File: src/rtl/fftv_pkg.sv
package fftv_pkg;

    // number of products among ns streams, each pair once plus self pairs
    function automatic int prod_total(input int ns);
        return ns * (ns + 1) / 2;
    endfunction

    // lower stream index of product p
    function automatic int prod_lo(input int ns, input int p);
        int idx;
        idx = 0;
        for (int a = 0; a < ns; a++) begin
            for (int b = a; b < ns; b++) begin
                if (idx == p) return a;
                idx++;
            end
        end
        return 0;
    endfunction

    // upper stream index of product p
    function automatic int prod_hi(input int ns, input int p);
        int idx;
        idx = 0;
        for (int a = 0; a < ns; a++) begin
            for (int b = a; b < ns; b++) begin
                if (idx == p) return b;
                idx++;
            end
        end
        return 0;
    endfunction

endpackage

File: src/rtl/fftv_stream_hist.sv
// Per-stream block validity and tap window history.
module fftv_stream_hist #(
    parameter int TAPS = 6
) (
    input  logic clk,
    input  logic rst_n,
    input  logic integ_start_i,
    input  logic samp_stb_i,
    input  logic samp_vld_i,
    input  logic fft_bound_i,
    output logic win_ok_o
);
    localparam int HW = TAPS - 1;

    typedef struct packed {
        logic          acc;
        logic [HW-1:0] hist;
    } hist_t;

    hist_t st_d, st_q;
    logic  blk_ok;

    always_comb begin
        st_d = st_q;
        if (integ_start_i) begin
            st_d.acc  = 1'b1;
            st_d.hist = '1;
        end
        blk_ok   = st_d.acc & (~samp_stb_i | samp_vld_i);
        win_ok_o = (&st_d.hist) & blk_ok;
        if (fft_bound_i) begin
            st_d.hist = (st_d.hist << 1) | HW'(blk_ok);
            st_d.acc  = 1'b1;
        end else begin
            st_d.acc  = blk_ok;
        end
    end

    always_ff @(posedge clk) begin
        if (!rst_n) begin
            st_q.acc  <= 1'b1;
            st_q.hist <= '1;
        end else begin
            st_q <= st_d;
        end
    end
endmodule

File: src/rtl/fftv_dec_fifo.sv
// Small FIFO of per-FFT verdicts; DEPTH must be a power of two, at least 2.
module fftv_dec_fifo #(
    parameter int W     = 5,
    parameter int DEPTH = 4
) (
    input  logic         clk,
    input  logic         rst_n,
    input  logic         push_i,
    input  logic [W-1:0] push_data_i,
    input  logic         pop_i,
    output logic [W-1:0] pop_data_o,
    output logic         empty_o,
    output logic         full_o
);
    localparam int AW = $clog2(DEPTH);

    typedef struct packed {
        logic [DEPTH-1:0][W-1:0] mem;
        logic [AW-1:0]           wr;
        logic [AW-1:0]           rd;
        logic [AW:0]             cnt;
    } fifo_t;

    fifo_t st_d, st_q;
    logic  pop_eff, push_eff;

    always_comb begin
        st_d       = st_q;
        empty_o    = (st_q.cnt == '0);
        full_o     = (st_q.cnt == (AW+1)'(DEPTH));
        pop_data_o = st_q.mem[st_q.rd];
        pop_eff    = pop_i & ~empty_o;
        push_eff   = push_i & (~full_o | pop_eff);
        if (push_eff) begin
            st_d.mem[st_q.wr] = push_data_i;
            st_d.wr           = st_q.wr + 1'b1;
        end
        if (pop_eff) st_d.rd = st_q.rd + 1'b1;
        case ({push_eff, pop_eff})
            2'b10:   st_d.cnt = st_q.cnt + 1'b1;
            2'b01:   st_d.cnt = st_q.cnt - 1'b1;
            default: st_d.cnt = st_q.cnt;
        endcase
    end

    always_ff @(posedge clk) begin
        if (!rst_n) begin
            st_q.mem <= '0;
            st_q.wr  <= '0;
            st_q.rd  <= '0;
            st_q.cnt <= '0;
        end else begin
            st_q <= st_d;
        end
    end
endmodule

File: src/rtl/fftv_prod_acc.sv
// One saturating valid-FFT counter with a readout latch.
module fftv_prod_acc #(
    parameter int CNT_W = 32
) (
    input  logic             clk,
    input  logic             rst_n,
    input  logic             clr_i,
    input  logic             inc_i,
    output logic [CNT_W-1:0] rd_cnt_o
);
    typedef struct packed {
        logic [CNT_W-1:0] cnt;
        logic [CNT_W-1:0] rd;
    } acc_t;

    acc_t st_d, st_q;

    always_comb begin
        st_d = st_q;
        if (clr_i) begin
            st_d.rd  = st_q.cnt;
            st_d.cnt = '0;
        end
        if (inc_i && st_d.cnt != '1) st_d.cnt = st_d.cnt + 1'b1;
        rd_cnt_o = st_q.rd;
    end

    always_ff @(posedge clk) begin
        if (!rst_n) begin
            st_q.cnt <= '0;
            st_q.rd  <= '0;
        end else begin
            st_q <= st_d;
        end
    end
endmodule

File: src/rtl/fftv_tracker.sv
module fftv_tracker #(
    parameter int NS        = 4,
    parameter int DW        = 16,
    parameter int TAPS      = 6,
    parameter int FILL_FFTS = 6,
    parameter int QDEPTH    = 4,
    parameter int CNT_W     = 32,
    localparam int NPROD    = fftv_pkg::prod_total(NS)
) (
    input  logic                   clk,
    input  logic                   rst_n,
    input  logic                   integ_start_i,
    input  logic                   samp_stb_i,
    input  logic [NS-1:0]          samp_vld_i,
    input  logic                   fft_bound_i,
    input  logic                   bin_vld_i,
    input  logic                   bin_first_i,
    input  logic                   bin_last_i,
    input  logic [NS*DW-1:0]       bin_data_i,
    output logic                   out_vld_o,
    output logic                   out_first_o,
    output logic                   out_last_o,
    output logic [NS*DW-1:0]       out_data_o,
    output logic [NS-1:0]          fft_ok_o,
    output logic                   rd_stb_o,
    output logic [NPROD*CNT_W-1:0] rd_cnt_o
);
    localparam int FW = $clog2(FILL_FFTS + 1);
    localparam int QW = NS + 1;

    typedef struct packed {
        logic [FW-1:0]    fill;
        logic             pend;
        logic [NS-1:0]    cur_ok;
        logic             out_vld;
        logic             out_first;
        logic             out_last;
        logic [NS*DW-1:0] out_data;
        logic [NS-1:0]    out_ok;
        logic             rd_stb;
    } top_t;

    top_t            st_d, st_q;
    logic [NS-1:0]   hist_ok;
    logic [FW-1:0]   fill_base;
    logic            pend_base;
    logic            fill_done;
    logic [QW-1:0]   q_wdata;
    logic [QW-1:0]   q_rdata;
    logic            q_pop;
    logic            q_empty;
    logic            q_full;
    logic [NS-1:0]   eff_ok;
    logic            tag_pop;
    logic [NPROD-1:0] prod_inc;

    for (genvar s = 0; s < NS; s++) begin : g_strm
        fftv_stream_hist #(.TAPS(TAPS)) u_hist (
            .clk           (clk),
            .rst_n         (rst_n),
            .integ_start_i (integ_start_i),
            .samp_stb_i    (samp_stb_i),
            .samp_vld_i    (samp_vld_i[s]),
            .fft_bound_i   (fft_bound_i),
            .win_ok_o      (hist_ok[s])
        );
    end

    fftv_dec_fifo #(.W(QW), .DEPTH(QDEPTH)) u_fifo (
        .clk         (clk),
        .rst_n       (rst_n),
        .push_i      (fft_bound_i),
        .push_data_i (q_wdata),
        .pop_i       (q_pop),
        .pop_data_o  (q_rdata),
        .empty_o     (q_empty),
        .full_o      (q_full)
    );

    always_comb begin
        st_d      = st_q;
        fill_base = integ_start_i ? '0 : st_q.fill;
        pend_base = integ_start_i | st_q.pend;
        fill_done = (fill_base >= FW'(FILL_FFTS));
        q_wdata   = {pend_base, hist_ok & {NS{fill_done}}};
        st_d.fill = fill_base;
        st_d.pend = pend_base;
        if (fft_bound_i) begin
            st_d.pend = 1'b0;
            if (!fill_done) st_d.fill = fill_base + 1'b1;
        end

        q_pop   = bin_vld_i & bin_first_i;
        eff_ok  = st_q.cur_ok;
        tag_pop = 1'b0;
        if (q_pop) begin
            eff_ok  = q_empty ? '0 : q_rdata[NS-1:0];
            tag_pop = ~q_empty & q_rdata[NS];
        end
        st_d.cur_ok    = eff_ok;
        st_d.out_vld   = bin_vld_i;
        st_d.out_first = bin_vld_i & bin_first_i;
        st_d.out_last  = bin_vld_i & bin_last_i;
        if (bin_vld_i) begin
            st_d.out_ok = eff_ok;
            for (int s = 0; s < NS; s++) begin
                st_d.out_data[s*DW +: DW] = eff_ok[s] ? bin_data_i[s*DW +: DW] : '0;
            end
        end
        st_d.rd_stb = tag_pop;
    end

    for (genvar p = 0; p < NPROD; p++) begin : g_prod
        localparam int PA = fftv_pkg::prod_lo(NS, p);
        localparam int PB = fftv_pkg::prod_hi(NS, p);
        assign prod_inc[p] = bin_vld_i & bin_last_i & eff_ok[PA] & eff_ok[PB];
        fftv_prod_acc #(.CNT_W(CNT_W)) u_acc (
            .clk      (clk),
            .rst_n    (rst_n),
            .clr_i    (tag_pop),
            .inc_i    (prod_inc[p]),
            .rd_cnt_o (rd_cnt_o[p*CNT_W +: CNT_W])
        );
    end

    always_ff @(posedge clk) begin
        if (!rst_n) begin
            st_q <= '0;
        end else begin
            st_q <= st_d;
        end
    end

    assign out_vld_o   = st_q.out_vld;
    assign out_first_o = st_q.out_first;
    assign out_last_o  = st_q.out_last;
    assign out_data_o  = st_q.out_data;
    assign fft_ok_o    = st_q.out_ok;
    assign rd_stb_o    = st_q.rd_stb;
endmodule

File: config.mk
export PLATFORM = sky130hd
export DESIGN_NAME = fftv_tracker
export DESIGN_NICKNAME = d
export VERILOG_FILES = /design/src/rtl/fftv_pkg.sv /design/src/rtl/fftv_stream_hist.sv /design/src/rtl/fftv_dec_fifo.sv /design/src/rtl/fftv_prod_acc.sv /design/src/rtl/fftv_tracker.sv
export SDC_FILE = /design/constraint.sdc
export NUM_CORES = 2
export LEC_CHECK = 0
export BUFFER_PORTS_ARGS = -buffer_cell sky130_fd_sc_hd__buf_2
export CAP_MARGIN = 20
export CORE_MARGIN = 1
export CORE_UTILIZATION = 54
export CTS_BUF_LIST = sky130_fd_sc_hd__clkbuf_8
export DETAILED_ROUTE_END_ITERATION = 16
export GPL_ROUTABILITY_DRIVEN = 0
export PLACE_DENSITY = 0.78
export REMOVE_ABC_BUFFERS = 1
export SLEW_MARGIN = 0
export SYNTH_ARGS = -nofsm -noshare
export SYNTH_HDL_FRONTEND = slang
export SYNTH_SLANG_ARGS = --single-unit
File: constraint.sdc
create_clock -name clk -period 2.7 [get_ports clk]
set_input_delay 0.54 -clock clk [delete_from_list [all_inputs] [get_ports clk]]
set_output_delay 0.54 -clock clk [all_outputs]
set_load 0.03 [all_outputs]
# Word-level counts from Yosys, hierarchy flattened

Cells that the tools add are included.

Register bits after elaboration: 771
Bits of input ports: 76
Output and inout bits: 392
Word-level logic and storage cells: 180

$add $sub $neg: 15
Magnitude comparators: 4
Eq/ne operators: 13
Mux-type cells: 44
Bitwise gates (word level): 42
Reduce and logical (&&, ||, !) cells: 18

Operators with widths:

| operator                                                                      | count |
|---|---|
| 64-bit 2-to-1 mux                                                             | 10 |
| 32-bit by 1-bit adder with 32-bit output (second input constant)              | 10 |
| 32-bit 2-to-1 mux                                                             | 10 |
| 32-bit != test (second input constant)                                        | 10 |
| 16-bit 2-to-1 mux                                                             | 4 |
| 5-bit 2-to-1 mux                                                              | 6 |
| 1-bit AND                                                                     | 27 |
| 6-bit 2-to-1 mux                                                              | 4 |
| 20-bit bitwise mux                                                            | 1 |
| 5-bit by 1-bit bitwise OR with 5-bit output                                   | 4 |
| 5-bit AND reduction                                                           | 4 |
| 4-bit 2-to-1 mux                                                              | 3 |
| 1-bit logical AND                                                             | 11 |
| 5-bit binary-select mux with 2-bit select                                     | 1 |
| 5-bit demux with 2-bit select                                                 | 1 |
| 3-bit by 1-bit adder with 3-bit output (second input constant)                | 2 |
| 2-bit by 3-bit less-than comparator with 1-bit output (second input constant) | 2 |
| 3-bit 2-to-1 mux                                                              | 2 |
| 1-bit bitwise OR                                                              | 6 |
| 3-bit one-hot mux with 2 select lines                                         | 1 |
| 2-bit by 1-bit adder with 2-bit output (second input constant)                | 2 |
| 4-bit AND                                                                     | 1 |
| 1-bit NOT                                                                     | 4 |
| 3-bit == test (second input constant)                                         | 1 |
| other kinds (9)                                                               | 9 |

# Longest topological paths before layout

Depth in word-level cells: 8
Depth in mapped cells: 11
Mapped depth without buffers: 9

# By module

A second synthesis with hierarchy kept.

Cells, all modules: 4098
Area total of the unflattened synthesis: 37865.1 µm²

By module, submodules not included:

| module                                   | times used | cells an instance | area each (µm²) | seq. area each (µm²) |
|---|---|---|---|---|
| fftv_prod_acc                            | 10         | 353               | 3206.8          | 1281.2 |
| fftv_tracker                             | 1          | 326               | 3395.8          | 1601.5 |
| fftv_dec_fifo                            | 1          | 142               | 1373.8          | 540.5 |
| fftv_stream_hist at g_strm[1].u_hist ... | 3          | 25                | 256.5           | 120.1 |
| fftv_stream_hist at g_strm[0].u_hist     | 1          | 25                | 257.7           | 120.1 |

# Least setup slack after synthesis

No wires, ideal clock.

Path type: input -> register
Start: input port bin_vld_i
End: register u_fifo.st_q[2] in the netlist's numbering
Library setup time: 0.076 ns
Data arrival time: 2.563 ns
Required time: 2.624 ns
Setup slack: 0.062 ns
Stages: 11
Path buffers: 2
Cell sequence: buf_2 nand2_1 a41oi_1 clkbuf_1 inv_1 ha_1 inv_1 fa_1 xor2_1 or3_1 a21boi_0

Cells in the longest elaborated chain, start to end: 6
Elaborated cells between the ends (all ways): 8
Those cells by class: 2 x eq/ne; 1 x mux; 4 x bitwise; 1 x reduce/logical

Ends and longest elaborated chain:

| element                                                                     | line                | source |
|---|---|---|
| start, declared                                                             | fftv_tracker.sv:16  | `input logic bin_vld_i,` |
| 1-bit AND (*)                                                               | fftv_tracker.sv:93  | `q_pop = bin_vld_i & bin_first_i;` |
| 1-bit AND (*)                                                               | fftv_dec_fifo.sv:32 | `pop_eff = pop_i & ~empty_o;` |
| 1-bit bitwise OR                                                            | fftv_dec_fifo.sv:33 | `push_eff = push_i & (~full_o \| pop_eff);` |
| 1-bit AND                                                                   | fftv_dec_fifo.sv:33 |  |
| 2-bit by 1-bit == test with 1-bit output or 2-bit == test (tied branches)   | fftv_dec_fifo.sv:39 | `case ({push_eff, pop_eff})` |
| 3-bit one-hot mux with 2 select lines or 2-bit nonzero test (tied branches) | -                   |  |
| end signal, assigned                                                        | fftv_dec_fifo.sv:53 | `st_q <= st_d;` |
| end, declared                                                               | fftv_dec_fifo.sv:24 | `fifo_t st_d, st_q;` |

Every way passes the cells marked *; elsewhere a longest branch is shown, timed or not.
A chain may end at the register's enable or synchronous reset.

# Final worst setup path

Start: register u_fifo.st_q[3] in the netlist's numbering
End: register g_prod[2].u_acc.st_q[37] in the netlist's numbering

Cells in the longest elaborated chain, start to end: 8
Elaborated cells between the ends (all ways): 13
Those cells by class: 1 x add/sub; 1 x eq/ne; 7 x mux; 3 x bitwise; 1 x reduce/logical

Ends and longest elaborated chain:

| element                                                                                          | line                | source |
|---|---|---|
| 5-bit binary-select mux with 2-bit select (*)                                                    | fftv_dec_fifo.sv:31 | `pop_data_o = st_q.mem[st_q.rd];` |
| 5-bit 2-to-1 mux (implied by the code) (*)                                                       | fftv_dec_fifo.sv:31 |  |
| parallel branches: the longest is 5 deep, another holds 32-bit by 1-bit adder with 32-bit output | -                   |  |
| 32-bit 2-to-1 mux (*)                                                                            | fftv_prod_acc.sv:24 | `if (inc_i && st_d.cnt != '1) st_d.cnt = st_d.cnt + 1'b1;` |
| end signal, assigned                                                                             | fftv_prod_acc.sv:33 | `st_q <= st_d;` |
| end, declared                                                                                    | fftv_prod_acc.sv:16 | `acc_t st_d, st_q;` |

Mark *: on every way between the ends. The select of a mux whose other input is x is not followed.

==> results by group <==
GRT
  – Largest net degree at the start of global routing: ~120
  – Number of global-route vias before repair: 27.72k
  – Grt ovf: 0
  – Initial antenna violation count: 2
  – GRT Overall Usage: 25.66%
  – First-pass GRT wire length: roughly 140000 um

Synthesis
  – Synthesized instance count: ~4.3k
  – Post-synth cell types: between 70 and 80
  – Register bit count reported by yosys: 771
  – Asr flop ratio synth: 0%
  – Top FF cell, synth: dfxtp_1
  – Syn Area/Cell: 8.333 sq um
  – Synth Warn #: 0
  – Sequential share of the synthesized area: a little over two fifths
  – Number of synthesized flops with an enable pin: 0
  – Mapped Area: between 30000 and 40000 sq um

Power and ir drop
  – Pwr Total: approximately 23 mW
  – PD cells: 566.5 nW/um^2
  – Max VDD drop: ~0.00038 V
  – Static leakage: 15.57 nW

STA
  – Final hold slack: ~0.077 ns
  – RSZ-0062 raised after global routing: false
  – Post-route minimum period: about 2.6 ns
  – Slew margin rel.: 33.59%
  – Highest Clock Rate: ~0.39 GHz
  – Period utilisation layout: a little over nine tenths
  – Clk_skew: around 0.035 ns
  – Worst-margin pin slew: between 0.9 and 1 ns
  – Slew Viols, Final: 0
  – Final Hold Vio Count: 0
  – Endpoints failing setup: 0

Floorplanning
  – I/O Pins: approximately 470
  – Core Area: ~66000 sq um
  – Die Wd: ~260 um
  – Effective utilization at floorplan: between 50% and 60%
  – Die height: about 260 um
  – Placement Rows: 94
  – Die area: 67440 sq um

Worst setup path
  – Slowest-stage cell, CP: a2111oi_0
  – Critical Path End Type: flop
  – Crit Path Category: reg -> reg
  – Critical path buffer and inverter count: 3
  – Crit Reg-Reg Endpoint: g_prod[2].u_acc.st_q[37]
  – Critical Path Fanout Max: 12
  – Reg2Reg Setup Slack: 0.11 ns
  – Most used cell, CP: buf_4
  – Cell family with most CP delay: buffers and inverters
  – Critical Path End: g_prod[2].u_acc.st_q[37]
  – Worst path depth: 9
  – WP data arrival: around 3.2 ns
  – Reg2reg start: u_fifo.st_q[3]
  – CP required: ~3.3 ns
  – Critical path, cell by cell: mux4_2, buf_4, a2111oi_0, buf_4, nand4_1, buf_4, nand4_1, xor2_1, nor2_1
  – Critical Path Max Stage Delay: approximately 0.57 ns
  – R2R cell count: 9
  – Worst Setup SP: u_fifo.st_q[3]
  – Startpoint Class: flop

Final layout
  – Ratio of cells with drive above 1 in the final layout: between 10% and 20%
  – Multi-input logic area: approximately 16000 sq um
  – Most frequent cells in the layout: 893 x nand2_1, 770 x dfxtp_1, 465 x buf_2
  – Layout net count: roughly 4.6k
  – Most common cell after layout, fill and taps aside: nand2_1
  – Design area: 40230 sq um
  – Filler cells: ~5.6k
  – FF/Latch Area: 15440 sq um
  – Post-layout util: between 60% and 70%
  – Syn-to-layout area delta: 12.20%

Placement
  – DP HPWL: around 61000 um
  – Port Buffers: approximately 470
  – Post-DP Area: roughly 37000 sq um

CTS
  – CTS Root Cell: clkbuf_8
  – H-tree levels: 4
  – CTS Buf Count: roughly 130
  – Worst-path clk slew: about 0.06 ns
  – Clk sink count: 771
  – Clock buffer depth: 3
  – CTS tree: yes
  – Worst skew pair latency: about 0.8 ns

Route
  – DR DRC count: 0
  – Drt wl/cell: about 16 um
  – Initial DRC count: roughly 1.9k
  – DRT Wirelength: 89740 um
  – First-pass DRT Iterations: 5
  – Routed Antenna Nets: 0
  – Vias/cell: about 5.4
  – Via count: around 29k

Hold path
  – Hold Crit Depth: 3
  – Hold Path Class: in -> reg

Outcome
  – Status: complete, no violations

Job
  – Max-Cap Viols: 0
## cell type report
class	instances	area share (%)
multi-input cells	2848	40.71
inverters	38	0.3546
flip-flops and latches	771	38.37
clock buffers	166	5.679
well taps	864	2.687
diodes	2	0.01244
clock inverters	62	0.8646
repair buffers	704	11.32
## per-layer routing
layer	share of wire (%)	vias to the layer above	wire length, um	GRT usage [%]
li1	-	14540	-	-
met1	43	13866	39030	32.60
met2	47	852	42230	41.96
met3	5.9	184	5291	5.292
met4	3.5	2	3178	11.24
met5	0.012	-	11	0
## how the worst min path moves through the flow
stage / from / slack [ns] / end
after detailed placement: g_prod[9].u_acc.rd_cnt_o[10] / 0.45 / g_prod[9].u_acc.rd_cnt_o[10]
after CTS: bin_data_i[3] / 0.003 / out_data_o[3]
final: bin_data_i[33] / 0.08 / out_data_o[33]
after global placement: g_prod[7].u_acc.rd_cnt_o[28] / 0.45 / g_prod[7].u_acc.rd_cnt_o[28]
after global routing: bin_data_i[33] / 0.04 / out_data_o[33]
after floorplan: g_strm[1].u_hist.st_q[4] / 0.43 / g_strm[1].u_hist.st_q[4]
## kinds of logic after synthesis
logic type                 synth area share, %
buffers and inverters                    11.39
AOI/OAI and AO/OA                        12.88
muxes                                    1.399
adders and majority gates               0.3001
DFF                                      43.05
and+or+nand+nor                          25.73
xor gates and xnor gates                 5.252
## power breakdown
| part | leakage (nW) | internal [mW] | switching, mW | total [mW] |
|---|---|---|---|---|
| registers | 6.21 | 11.4 | 0.0214 | 11.4 |
| clock network | 1.51 | 5.72 | 4.74 | 10.5 |
| logic | 7.85 | 0.362 | 0.533 | 0.895 |
## state kept, by name, indices dropped and copies added (netlist names)
name and cells:
g_prod.u_acc.rd_cnt_o 320, out_first_o 1, out_last_o 1, u_fifo.st_q 27, out_data_o 64, g_prod.u_acc.st_q 320
g_strm.u_hist.st_q 24, rd_stb_o 1, out_vld_o 1, fft_ok_o 4, st_q 8
## through the flow
stage	setup slack, ns	setup TNS, ns	cells
2_1_floorplan	-13.96	-5380.80	3657
3_3_place_gp	-0.1464	-1.408	5168
3_5_place_dp	-0.1261	-0.9235	5169
4_1_cts	0.005850	0	5452
5_1_grt	0.0009730	0	5455
6_report	0.1088	0	5455
## Yosys cell counts, drive strengths merged, types with 31 or more instances
| library cell | n | area (sq um) |
|---|---|---|
| a21boi | 356 | 2673 |
| a21oi | 99 | 495.5 |
| and2 | 74 | 465.5 |
| and3 | 61 | 381.6 |
| and4 | 34 | 297.8 |
| buf | 454 | 3222 |
| clkbuf | 192 | 720.7 |
| dfxtp | 771 | 15430 |
| inv | 38 | 142.6 |
| mux2i | 31 | 310.3 |
| nand2 | 895 | 3359 |
| nand3 | 176 | 898.4 |
| nand4 | 133 | 838.3 |
| nor2 | 255 | 957.2 |
| nor2b | 119 | 744.5 |
| nor3 | 53 | 286.5 |
| nor4 | 34 | 267.8 |
| o21ai | 46 | 234.0 |
| or4 | 35 | 266.5 |
| xnor2 | 75 | 656.9 |
| xor2 | 140 | 1226 |
## tightest hold or removal path: stages
cell,delay [ns]
buf_2,0.11
nand3_1,0.08
a21boi_0,0.08
## what timing repair did
| action | in CTS | in global routing |
|---|---|---|
| endpoints found under the hold margin | 55 | 0 |
| endpoints found under the setup margin | 0 | 47 |
| resized for setup | 0 | 6 |
| hold buffers | 55 | 0 |
| buffers inserted | 0 | 1 |
Power figures use the tool's default switching activity.
